**src/rtl/pcfg_pkg.sv**
```systemverilog
package pcfg_pkg;

    // Control states of the byte receiver
    typedef enum logic [1:0] {
        ST_HOLD  = 2'd0,   // configuration reset, status pulled low
        ST_READY = 2'd1,   // waiting for a byte
        ST_BUSY  = 2'd2    // processing the last byte
    } cfg_state_e;

    // Bit positions inside the synchronized control bundle
    localparam int CB_CFG  = 0;
    localparam int CB_SELN = 1;
    localparam int CB_SEL  = 2;
    localparam int CB_WRN  = 3;
    localparam int CB_RDN  = 4;
    localparam int CB_W    = 5;

    // Idle level of each control input, used as synchronizer reset value
    localparam logic [CB_W-1:0] CB_IDLE = 5'b11010;

endpackage

```
**src/rtl/pcfg_sync.sv**
```systemverilog
module pcfg_sync #(
    parameter int              W       = 1,
    parameter logic [W-1:0]    RST_VAL = '0
) (
    input  logic         clk,
    input  logic         rst_n,
    input  logic [W-1:0] async_i,
    output logic [W-1:0] sync_o
);

    logic [W-1:0] stage1_q;
    logic [W-1:0] stage2_q;

    always_ff @(posedge clk or negedge rst_n) begin
        if (!rst_n) begin
            stage1_q <= RST_VAL;
            stage2_q <= RST_VAL;
        end else begin
            stage1_q <= async_i;
            stage2_q <= stage1_q;
        end
    end

    assign sync_o = stage2_q;

endmodule

```
**src/rtl/pcfg_ctrl.sv**
```systemverilog
module pcfg_ctrl
    import pcfg_pkg::*;
#(
    parameter int BUSY_CYCLES = 8
) (
    input  logic clk,
    input  logic rst_n,
    input  logic cfg_s,       // synchronized configuration reset, high = run
    input  logic sel_ok,      // synchronized chip select qualified
    input  logic wr_n_s,      // synchronized write strobe
    input  logic rd_n_s,      // synchronized read strobe
    output logic accept_o,    // byte taken this cycle
    output logic ready_o,
    output logic status_low_o,
    output logic d7_oe_o,
    output logic overrun_o
);

    localparam int CW = (BUSY_CYCLES < 2) ? 1 : $clog2(BUSY_CYCLES);
    localparam logic [CW-1:0] CNT_LAST = CW'(BUSY_CYCLES - 1);

    cfg_state_e state_q, state_d;
    logic [CW-1:0] cnt_q;
    logic          wr_prev_q;
    logic          wr_rise;

    assign wr_rise  = wr_n_s & ~wr_prev_q;
    assign accept_o = (state_q == ST_READY) & wr_rise & sel_ok & cfg_s;

    // Next state
    always_comb begin
        state_d = state_q;
        unique case (state_q)
            ST_HOLD:  if (cfg_s) state_d = ST_READY;                // hold_to_ready
            ST_READY: if (accept_o) state_d = ST_BUSY;              // ready_to_busy
            ST_BUSY:  if (cnt_q == CNT_LAST) state_d = ST_READY;    // busy_to_ready
            default:  state_d = ST_HOLD;
        endcase
        if (!cfg_s) state_d = ST_HOLD;                              // any_to_hold
    end

    // State register, busy counter, edge history, sticky overrun
    always_ff @(posedge clk or negedge rst_n) begin
        if (!rst_n) begin
            state_q   <= ST_HOLD;
            cnt_q     <= '0;
            wr_prev_q <= 1'b1;
            overrun_q <= 1'b0;
        end else begin
            state_q   <= state_d;
            wr_prev_q <= wr_n_s;
            if (state_q != ST_BUSY) cnt_q <= '0;
            else                    cnt_q <= cnt_q + 1'b1;
            if (state_q == ST_HOLD)
                overrun_q <= 1'b0;
            else if ((state_q == ST_BUSY) && wr_rise && sel_ok)
                overrun_q <= 1'b1;
        end
    end

    logic overrun_q;

    // Outputs decoded from state
    always_comb begin
        ready_o      = 1'b0;
        status_low_o = 1'b0;
        unique case (state_q)
            ST_HOLD:  status_low_o = 1'b1;
            ST_READY: ready_o      = 1'b1;
            ST_BUSY:  ready_o      = 1'b0;
            default:  status_low_o = 1'b1;
        endcase
        d7_oe_o   = ~rd_n_s & sel_ok;
        overrun_o = overrun_q;
    end

    AST_HOLD_PULLS_STATUS: assert property (@(posedge clk) disable iff (!rst_n)
        !cfg_s |=> (status_low_o && !ready_o));

    AST_RELEASE_FROM_HOLD: assert property (@(posedge clk) disable iff (!rst_n)
        (state_q == ST_HOLD && cfg_s) |=> (ready_o && !status_low_o));

    AST_BUSY_AFTER_ACCEPT: assert property (@(posedge clk) disable iff (!rst_n)
        accept_o |=> !ready_o);

    AST_CNT_IN_RANGE: assert property (@(posedge clk) disable iff (!rst_n)
        (state_q == ST_BUSY) |-> (cnt_q <= CNT_LAST));

    AST_OVERRUN_STICKY: assert property (@(posedge clk) disable iff (!rst_n)
        (overrun_o && state_q != ST_HOLD) |=> overrun_o);

    AST_ABORT_TO_HOLD: assert property (@(posedge clk) disable iff (!rst_n)
        (state_q == ST_BUSY && !cfg_s) |=> (state_q == ST_HOLD));

endmodule

```
**src/rtl/pcfg_capture.sv**
```systemverilog
module pcfg_capture #(
    parameter int DW = 8
) (
    input  logic          clk,
    input  logic          rst_n,
    input  logic          wr_n_s,
    input  logic          sel_ok,
    input  logic [DW-1:0] data_s,
    input  logic          accept,
    output logic [DW-1:0] byte_o,
    output logic          byte_vld_o
);

    logic [DW-1:0] hold_q;

    always_ff @(posedge clk or negedge rst_n) begin
        if (!rst_n) begin
            hold_q     <= '0;
            byte_o     <= '0;
            byte_vld_o <= 1'b0;
        end else begin
            // track the bus only while the strobe is low and the block selected
            if (!wr_n_s && sel_ok) hold_q <= data_s;
            byte_vld_o <= accept;
            if (accept) byte_o <= hold_q;
        end
    end

    AST_VLD_SINGLE: assert property (@(posedge clk) disable iff (!rst_n)
        byte_vld_o |=> !byte_vld_o);

endmodule

```
**src/rtl/pcfg_byte_rx.sv**
```systemverilog
module pcfg_byte_rx
    import pcfg_pkg::*;
#(
    parameter int DW          = 8,
    parameter int BUSY_CYCLES = 8
) (
    input  logic          clk,
    input  logic          rst_n,
    input  logic          cfg_rst_n_i,
    input  logic          sel_n_i,
    input  logic          sel_i,
    input  logic          wr_n_i,
    input  logic          rd_n_i,
    input  logic [DW-1:0] data_i,
    output logic          status_low_o,
    output logic          ready_o,
    output logic          d7_o,
    output logic          d7_oe_o,
    output logic [DW-1:0] byte_o,
    output logic          byte_vld_o,
    output logic          overrun_o
);

    logic [CB_W-1:0] ctl_raw;
    logic [CB_W-1:0] ctl_s;
    logic [DW-1:0]   data_s;
    logic            sel_ok;
    logic            accept;

    assign ctl_raw[CB_CFG]  = cfg_rst_n_i;
    assign ctl_raw[CB_SELN] = sel_n_i;
    assign ctl_raw[CB_SEL]  = sel_i;
    assign ctl_raw[CB_WRN]  = wr_n_i;
    assign ctl_raw[CB_RDN]  = rd_n_i;

    pcfg_sync #(.W(CB_W), .RST_VAL(CB_IDLE)) u_ctl_sync (
        .clk     (clk),
        .rst_n   (rst_n),
        .async_i (ctl_raw),
        .sync_o  (ctl_s)
    );

    pcfg_sync #(.W(DW), .RST_VAL('0)) u_data_sync (
        .clk     (clk),
        .rst_n   (rst_n),
        .async_i (data_i),
        .sync_o  (data_s)
    );

    assign sel_ok = ~ctl_s[CB_SELN] & ctl_s[CB_SEL];

    pcfg_ctrl #(.BUSY_CYCLES(BUSY_CYCLES)) u_ctrl (
        .clk          (clk),
        .rst_n        (rst_n),
        .cfg_s        (ctl_s[CB_CFG]),
        .sel_ok       (sel_ok),
        .wr_n_s       (ctl_s[CB_WRN]),
        .rd_n_s       (ctl_s[CB_RDN]),
        .accept_o     (accept),
        .ready_o      (ready_o),
        .status_low_o (status_low_o),
        .d7_oe_o      (d7_oe_o),
        .overrun_o    (overrun_o)
    );

    pcfg_capture #(.DW(DW)) u_capture (
        .clk        (clk),
        .rst_n      (rst_n),
        .wr_n_s     (ctl_s[CB_WRN]),
        .sel_ok     (sel_ok),
        .data_s     (data_s),
        .accept     (accept),
        .byte_o     (byte_o),
        .byte_vld_o (byte_vld_o)
    );

    // status readback shares bit 7 of the bus
    assign d7_o = ready_o;

    AST_D7_NEEDS_READ: assert property (@(posedge clk) disable iff (!rst_n)
        d7_oe_o |-> (!$past(rd_n_i, 2) && !$past(sel_n_i, 2) && $past(sel_i, 2)));

endmodule

```
**config.mk**
```make
export PLATFORM = sky130hd
export DESIGN_NAME = pcfg_byte_rx
export DESIGN_NICKNAME = d
export VERILOG_FILES = /design/src/rtl/pcfg_pkg.sv /design/src/rtl/pcfg_sync.sv /design/src/rtl/pcfg_ctrl.sv /design/src/rtl/pcfg_capture.sv /design/src/rtl/pcfg_byte_rx.sv
export SDC_FILE = /design/constraint.sdc
export NUM_CORES = 1
export LEC_CHECK = 0
export BUFFER_PORTS_ARGS = -buffer_cell sky130_fd_sc_hd__buf_2
export CORE_MARGIN = 3
export CORE_UTILIZATION = 58
export CTS_CLUSTER_DIAMETER = 60
export CTS_CLUSTER_SIZE = 8
export DETAILED_ROUTE_END_ITERATION = 10
export GPL_ROUTABILITY_DRIVEN = 0
export PLACE_DENSITY = 0.79
export REMOVE_ABC_BUFFERS = 1
export SYNTH_ARGS = -nofsm -noshare
export SYNTH_HDL_FRONTEND = slang
export SYNTH_HIERARCHICAL = 1
export SYNTH_SLANG_ARGS = --single-unit
export TNS_END_PERCENT = 5
```
**constraint.sdc**
```tcl
create_clock -name clk -period 3.3 [get_ports clk]
set_input_delay 0.33 -clock clk [delete_from_list [all_inputs] [get_ports clk]]
set_output_delay 0.33 -clock clk [all_outputs]
set_load 0.05 [all_outputs]
```
After elaboration in Yosys (flattened, before gate mapping). Index checks and enable logic that the tools add are counted.

Add/subtract/negate cells: 1. $mul: 0. Divide/modulo/power cells: 0. Order comparisons: 0. Equality and inequality tests: 6. Shift-type cells: 0. Multiplexer cells: 9. Bitwise logic cells: 9. Reductions and logical operators: 8.

Operator list (count): 1-bit bitwise AND (6); 2-bit 2-to-1 mux (3); 3-bit by 2-bit != test with 1-bit output, second input constant (2); 2-bit one-hot mux with 3 select lines (1); 1-bit 2-to-1 mux (4); 3-bit by 1-bit adder with 3-bit output, second input constant (1); 3-bit == test, second input constant (1); 1-bit logical AND (3); 3-bit 2-to-1 mux (1); 1-bit inverter (3); 2-bit by 1-bit == test with 1-bit output, second input constant (1); 2-bit == test, second input constant (1); 2-bit zero test (1); 2-bit != test, second input constant (1); 2-bit AND reduction (1); 2-bit nonzero test (1); 2-bit OR reduction (1); 1-bit zero test (1).

Register bits after elaboration: 50. Latch bits: 0. Memory bits (writable): 0. Bits in read-only memories: 0. Input bits: 15. Word-level logic and storage cells: 44. Memories: 0.

Logic depth before layout (Yosys ltp). Gate-level depths: netlist of the first run.

Word-level depth: 8. Mapped depth: 5. Mapped depth without buffers: 5.

Hierarchy. The synthesis of the first run kept the hierarchy.

Modules (own cells, without submodules): pcfg_capture (times used 1, cells each 36, area an instance 665.6 µm²); pcfg_sync (u_data_sync) (times used 1, cells each 16, area an instance 400.4 µm²); pcfg_ctrl (times used 1, cells each 33, area an instance 370.4 µm²); pcfg_sync (u_ctl_sync) (times used 1, cells each 10, area an instance 257.7 µm²); pcfg_byte_rx (times used 1, cells each 2, area an instance 21.3 µm²).

Worst setup path before layout of the first run. Ideal clock, no wire load.

Path kind: register to register. Start: register u_ctrl.state_q[1]. End: register u_capture.byte_o[0]. Arrival: 1.752 ns. Required time: 3.175 ns. Setup slack: 1.424 ns. Stages on the path, launching flop included: 6. Clock period less this slack: 1.876 ns. Cells stage by stage: dfrtp_1 > inv_1 > ha_1 > and3_2 > buf_2 > mux2_2.

Word-level cells in the longest chain between the ends: 4.

RTL lines: start, declared (line pcfg_ctrl.sv:22) `cfg_state_e state_q, state_d;`; start signal, assigned (line pcfg_ctrl.sv:50) `state_q <= state_d;`; 2-bit by 1-bit == test with 1-bit output (line pcfg_ctrl.sv:28) `assign accept_o = (state_q == ST_READY) & wr_rise & sel_ok & cfg_s;`; 1-bit bitwise AND (3 in series) (line pcfg_ctrl.sv:28); named net accept (line pcfg_byte_rx.sv:28) `logic accept;`; end signal, assigned (line pcfg_capture.sv:25) `if (accept) byte_o <= hold_q;`; end, declared (line pcfg_capture.sv:10) `output logic [DW-1:0] byte_o,`.

The timed path passes the listed nets, and every way through them passes these cells. A chain may end at the register's enable or synchronous reset.

Worst setup path in the final report of the first run.
Start: register u_ctrl.state_q[0]. End: output port status_low_o.

Word-level cells in the longest chain between the ends: 3. Elaborated cells on any way between the ends: 4.

RTL lines: 2-bit == test or 2-bit by 1-bit == test with 1-bit output (tied branches) (line pcfg_ctrl.sv:67) `unique case (state_q)`; 2-bit OR reduction (no line) (*); 1-bit 2-to-1 mux (*) (line pcfg_ctrl.sv:67); end, declared (line pcfg_byte_rx.sv:15) `output logic status_low_o,`.

Mark *: on every way between the ends. The rest lies on a longest branch, timed or not.

==> reports/metrics.csv, run 1 <==
metric;value;unit
status;finished, final reports clean;
total power;0.00166;W
Port-buffer cells;28;
Storage cell area;0.00126;mm^2
Die Y;60.4;um
DRT iter0 DRCs;20;
min-delay worst type;in2reg;
Hold-fix buffers, CTS;0;
number of max-cap violations;0;
maximum level of the CTS H-tree;2;
mapped cell area;0.00172;mm^2
Area Overhead vs Synth;15.5;%
CTS tree;done;
clk slew on worst S/H paths;0.13;ns
post-synth cell types;19;
period utilisation layout;53.9;%
largest net degree at the start of global routing;51;
I/O pins;29;
detailed-route wire length;2.33;mm
Crit. End Element;output pin;
GRT Resource Usage Total;15.2;%
Peak Freq;0.563;GHz
sequential-to-total area share from yosys stat;73.5;%
Core Area;0.00278;mm^2
fin. max-slew vios;0;
minimum clock period;1.78;ns
initial antenna violation count;0;
final setup TNS;0;ns
layout cells sized above 1;48.5;%
P per Cell Area;837;mW/mm^2
first-pass detailed-route iteration total;2;
Wirelength per Cell;14.5;um
Post-DRT Antenna Nets;0;
commonest non-fill, non-tap cells in the layout;dfrtp_1 (43), buf_2 (28), mux2_2 (8), mux2_4 (8), dfstp_2 (7);
nets;150;
Die Width;60.4;um
vias per std cell;4.98;
critical path class;reg2out;
Worst EP required;2.97;ns
CTS buffer count;5;
Cells after Synth;97;
Layout Skew;0.00830;ns
Final Cell Area;0.00198;mm^2
std cell rows;19;
startpoint types;register;
Skew-Pair Late Insertion Delay;0.35;ns
Worst EP arrival;1.45;ns
antenna cells;0;
fillcell total;191;
Relative slew margins;31.5;%
RSZ-0062 raised after global routing;false;
post-CTS setup buffer count;0;
Hold Vio Cnt, Final;0;
root buffer cell;clkbuf_4;
CP Max Fanout;4;
DR vias;801;
commonest non-fill, non-tap cell in the layout;dfrtp_1;
CTS Sinks;50;
syn avg cell area;17.7;um^2
synthesized flop and latch total;50;
# DRC;0;
first-pass GRT wire length;3.75;mm
Final HPWL DP;1.57;mm
area of the multi-input gates;413;um^2
Pleak;1.01;nW
number of global-route vias before repair;803;
CTS resizes;0;
maximum vdd drop;0.720;mV
final setup fails;0;
Starting Density;61.7;%
dpl cell area;0.00187;mm^2
GR Overflow Total;0;
CTS max path bufs;2;
Worst Max-Slew Pin Slew;1.03;ns
Ys Warns;6;
Total Die Area;0.00365;mm^2
==> per-stage QoR <==
step	util, %	setup slack, ns	std cells	hold WS, ns
detailed placement	67.3	1.69	153	0.335
global route	71.3	1.41	161	0.00136
global placement	67.3	1.76	153	0.332
floorplan	-	1.12	94	0.0344
CTS	71.3	1.49	161	0.0349
finish	71.3	1.52	161	0.0569
==> path summary, 6_finish.rpt <==
| check | startpoint | to | slack [ns] | cells after the start |
|---|---|---|---|---|
| max in group asynchronous | rst_n | u_capture/hold_q[2] | 2.54 | 1 |
| min | rd_n_i | u_ctl_sync/stage1_q[4] | 0.06 | 1 |
| max | u_ctrl/state_q[0] | status_low_o | 1.52 | 4 |
| max reg2reg | u_ctl_sync/sync_o[3] | u_capture/byte_o[6] | 1.69 | 3 |
| min in group asynchronous | rst_n | u_capture/hold_q[7] | 0.15 | 1 |
| min reg2reg | u_data_sync/stage1_q[7] | u_data_sync/sync_o[7] | 0.36 | 0 |
==> logic make-up (layout without fill, tap and decap cells) <==
group                    count (synthesis)  in the layout  share of synthesized area [%]
AND/OR/NAND/NOR                         13             13                           5.11
buffers and inverters                    8             41                           2.48
adder cells (fa/ha/maj)                  6              6                           4.38
multiplexers                            18             18                           13.4
AO/OA/AOI/OAI                            2              2                           1.17
flip-flops                              50             50                           73.5
==> layer usage <==
| metal | GRT usage (%) | vias to the layer above | share of wire (%) |
|---|---|---|---|
| met3 | 7.66 | 2 | 6.1 |
| met4 | 6.65 | 0 | 0.94 |
| met5 | 0 | - | 0 |
| li1 | - | 377 | - |
| met1 | 18.4 | 400 | 45 |
| met2 | 23.1 | 22 | 48 |
==> cell type report <==
class	instances	share of cell area (%)
multi-input combinational	39	20.8
clock inverter	2	3.03
tap	31	1.96
sequential	50	63.6
timing repair buffer	28	7.07
clock buffer	6	2.59
inverter	5	0.947
==> registers in the layout (all words and copies together), names as in the netlist <==
register,count
u_capture/byte_o,8
u_capture/hold_q,8
u_data_sync/stage1_q,8
u_data_sync/sync_o,8
u_ctl_sync/stage1_q,5
u_ctl_sync/sync_o,5
u_ctrl/cnt_q,3
u_ctrl/state_q,2
u_capture/byte_vld_o,1
u_ctrl/overrun_o,1
u_ctrl/wr_prev_q,1
==> synthesized netlist by cell type (all sizes together) <==
cell type | instances | area, um^2
nor2b | 4 | 40.0
ha | 6 | 75.1
nand2 | 4 | 15.0
a21oi | 1 | 5.00
and2 | 2 | 12.5
and3b | 1 | 8.76
buf | 3 | 23.8
a2bb2oi | 1 | 15.0
mux2 | 16 | 210
and3 | 1 | 7.51
mux2i | 2 | 20.0
dfrtp | 43 | 1080
inv | 5 | 18.8
nor2 | 1 | 3.75
dfstp | 7 | 184
==> power by group <==
group | internal, W | leakage, nW | switching (W)
clock | 0.000257 | 0.0585 | 0.000176
combinational | 0.000145 | 0.349 | 0.000330
sequential | 0.000703 | 0.604 | 0.0000469
total | 0.00110 | 1.01 | 0.000553
==> worst max-delay path, cell delays in order, from the launching register on <==
cell and delay, ns:
dfrtp_1 0.42, inv_1 0.10, ha_1 0.29, inv_1 0.05
buf_2 0.25
(Power assumes the default switching activity.)
==> inputs of run 2 (changes only) <==
--- a/config.mk
+++ b/config.mk
@@ -5,14 +5,15 @@
 export SDC_FILE = /design/constraint.sdc
 export NUM_CORES = 1
 export LEC_CHECK = 0
+export ABC_AREA = 1
 export BUFFER_PORTS_ARGS = -buffer_cell sky130_fd_sc_hd__buf_2
 export CORE_MARGIN = 3
-export CORE_UTILIZATION = 58
+export CORE_UTILIZATION = 48
 export CTS_CLUSTER_DIAMETER = 60
 export CTS_CLUSTER_SIZE = 8
 export DETAILED_ROUTE_END_ITERATION = 10
 export GPL_ROUTABILITY_DRIVEN = 0
-export PLACE_DENSITY = 0.79
+export PLACE_DENSITY = 0.69
 export REMOVE_ABC_BUFFERS = 1
 export SYNTH_ARGS = -nofsm -noshare
 export SYNTH_HDL_FRONTEND = slang
==> constraint.sdc (replaced) <==
create_clock -name clk -period 1.45 [get_ports clk]
set_input_delay 0.145 -clock clk [delete_from_list [all_inputs] [get_ports clk]]
set_output_delay 0.145 -clock clk [all_outputs]
set_load 0.05 [all_outputs]
==> run 2 against run 1 <==
Critical path depth unchanged. Die area increased by 20%. Via count increased by 36%. Synthesized area increased by 1.2%. Core utilization decreased by 3.9 points. Routed wire length increased by 19%. Worst setup slack got worse by 1.5 ns. Sequential cell count unchanged. Largest power group unchanged.
==> reports/metrics.csv, run 2 <==
metric;value;unit;change
status;finished, final reports clean;;
Hold Vio Cnt, Final;0;;unchanged
P per Cell Area;1660;mW/mm^2;+98%
grt met3 use;3.91;%;-3.7 points
critical path class;reg2out;;
CTS max path bufs;2;;unchanged
mapped cell area;0.00174;mm^2;+1.2%
met1 usage;15.6;%;-2.8 points
commonest non-fill, non-tap cell in the layout;dfrtp_1;;
minimum clock period;1.45;ns;
Cell Count, Final, Fillers Out;246;;+53%
count of placed standard cells including taps;219;;+43%
Peak Freq;0.691;GHz;
Async SR Flop Fraction;100;%;unchanged
most numerous cell in the Yosys netlist;dfrtp_1;;
clk slew on worst S/H paths;0.13;ns;about the same
CP Max Fanout;4;;unchanged
cell repeated most along the worst path;inv_2;;
first-pass GRT wire length;4.60;mm;+23%
sequential-to-total area share from yosys stat;72.6;%;-0.90 points
Buf/Inv on CP;3;;unchanged
synth top area cells;dfrtp_1 (62%), dfstp_2 (11%), nand2_1 (7.1%);;
Final Cell Area;0.00230;mm^2;+16%
EDFF count, synth;0;;unchanged
Wirelength per Cell;11.2;um;-22%
min-delay worst type;in2async;;
I/O pins;29;;unchanged
Relative slew margins;69.7;%;+38 points
prevailing post-synth register cell;dfrtp_1;;
synth cell count leaders;dfrtp_1 (43), nand2_1 (33), inv_1 (19), nand3_1 (10), o21ai_0 (8);;
Die Y;66.2;um;+9.5%
antenna cells;0;;unchanged
Die Width;66.2;um;+9.5%
Worst EP arrival;1.30;ns;-0.15 ns
root buffer cell;clkbuf_4;;
detailed-route wire length;2.76;mm;+19%
maximum vdd drop;1.14;mV;+59%
Skew-Pair Late Insertion Delay;0.36;ns;about the same
Critical Path, Cell by Cell;inv_2 -> ha_4 -> inv_2 -> buf_8;;
Total Die Area;0.00438;mm^2;+20%
Worst EP required;1.31;ns;-1.66 ns
Core Area;0.00342;mm^2;+23%
final setup fails;0;;unchanged
cell taking the most area after synthesis;dfrtp_1;;
fillcell total;271;;+42%
std cell rows;21;;+2
initial antenna violation count;0;;unchanged
CTS buffer count;5;;unchanged
first-pass detailed-route iteration total;5;;+3
largest net degree at the start of global routing;31;;-39%
Layout Skew;0.0190;ns;+0.0107 ns
hold slack final;0.244;ns;+0.188 ns
Final HPWL DP;1.78;mm;+13%
Crit. End Element;output pin;;
synthesized flop and latch total;50;;unchanged
Ys Warns;6;;unchanged
Cells after Synth;144;;+48%
CTS Sinks;50;;unchanged
period utilisation layout;99.9;%;
maximum level of the CTS H-tree;2;;unchanged
Most Crowded Layer GR;met2;;
delay-heaviest family, CP;flip-flops;;
# DRC;0;;unchanged
fin. max-slew vios;0;;unchanged
GRT Resource Usage Total;14.7;%;-0.50 points
final setup TNS;0;ns;unchanged
Starting Density;50.8;%;-11 points
layout cells sized above 1;35.0;%;-13 points
met2 Usage GRT;24.8;%;+1.6 points
CTS tree;done;;
max incr delay on CP;0.47;ns;+0.05 ns
startpoint types;register;;
number of global-route vias before repair;1099;;+37%
GR Overflow Total;0;;unchanged
Area Overhead vs Synth;32.6;%;
r2r worst-path depth;8;;+5
commonest non-fill, non-tap cells in the layout;dfrtp_1 (42), nand2_1 (33), buf_2 (24), inv_1 (15), dlygate4sd3_1 (14);;
Crit path depth;4;;unchanged
Worst Max-Slew Pin Slew;0.454;ns;-0.574 ns
post-synth cell types;17;;-2
dpl cell area;0.00195;mm^2;+4.3%
RSZ-0062 raised after global routing;true;;
DR vias;1092;;+36%
Pleak;1.18;nW;+17%
nets;220;;+47%
syn avg cell area;12.1;um^2;-32%
top cell type's share of synthesized area;62.0;%;-0.77 points
vias per std cell;4.44;;-11%
Post-DRT Antenna Nets;0;;unchanged
total power;0.00382;W;+130%
DRT iter0 DRCs;18;;-10%
number of max-cap violations;0;;unchanged
Port-buffer cells;28;;unchanged
slowest CP cell;dfrtp_2;;
## run 2: changes by cell type after synthesis, moves of 4 or more
cell	change
mux2_4	-8
mux2_2	-8
nor2_1	+4
inv_1	+14
nand3_1	+10
o21ai_0	+8
nand2_1	+29
## run 2: worst reg2reg max path, stage by stage, from the launching register on
cell     delay (ns)
dfrtp_1        0.41
inv_2          0.11
ha_4           0.15
nand2_1        0.06
inv_1          0.06
nand2_1        0.09
nor2_2         0.11
buf_6          0.15
o21ai_0        0.10
## run 2: logic make-up after synthesis
kind of cell    Yosys count  share of synthesized area (%)
flops                    50                           72.6
simple gates             55                           14.4
compound gates            9                           2.67
buf+inv                  24                           6.05
fa+ha+maj                 6                           4.32
## run 2: final cells by class
class	count	area, um^2	share of cell area (%)
Timing Repair Buffer	51	408	17.7
Clock inverter	2	38.8	1.68
Multi-Input combinational cell	70	407	17.7
Tap cell	46	57.6	2.50
Inverter	21	78.8	3.42
Clock buffer	6	51.3	2.23
Sequential cell	50	1260	54.8
## run 2: through the flow
stage / setup slack, ns / util (%)
final: 0.00194 / 67.4
after floorplan: -0.898 / -
after global routing: -0.0658 / 67.4
after CTS: -0.0396 / 66.5
after global placement: 0.161 / 57.1
after detailed placement: 0.0376 / 57.1
## run 2: per-layer routing
metal  vias to the layer above  part of all wire, %  routed length, um
li1                        545                    -                  -
met4                         0                  1.2                 34
met5                         -                    0                  0
met1                       511                   40               1100
met3                         3                  5.3                147
met2                        33                   54               1480
## run 2: power breakdown
| part | switching, W | internal [W] |
|---|---|---|
| combinational | 0.000821 | 0.000487 |
| clock | 0.000409 | 0.000417 |
| sequential | 0.000101 | 0.00158 |
## run 2: worst paths after layout
path	startpoint	endpoint	slack (ns)
worst max-delay path	u_ctrl/state_q[0]	status_low_o	0.002
worst min-delay path	rst_n	u_data_sync/stage1_q[0]	0.24
worst max register to register	u_ctrl/state_q[1]	u_capture/byte_o[7]	0.10
worst min register to register	u_data_sync/stage1_q[3]	u_data_sync/sync_o[3]	0.36
max in group asynchronous	rst_n	u_capture/byte_vld_o	0.69
min in group clk	u_data_sync/stage1_q[3]	u_data_sync/sync_o[3]	0.36
## run 2: what timing repair did
action / in CTS / in global routing
setup endpoints to repair: 4 / 12
hold buffers: 14 / 0
setup buffers: 4 / 1
resized for setup: 19 / 6
pin swaps: 0 / 1
endpoints found under the hold margin: 26 / 0
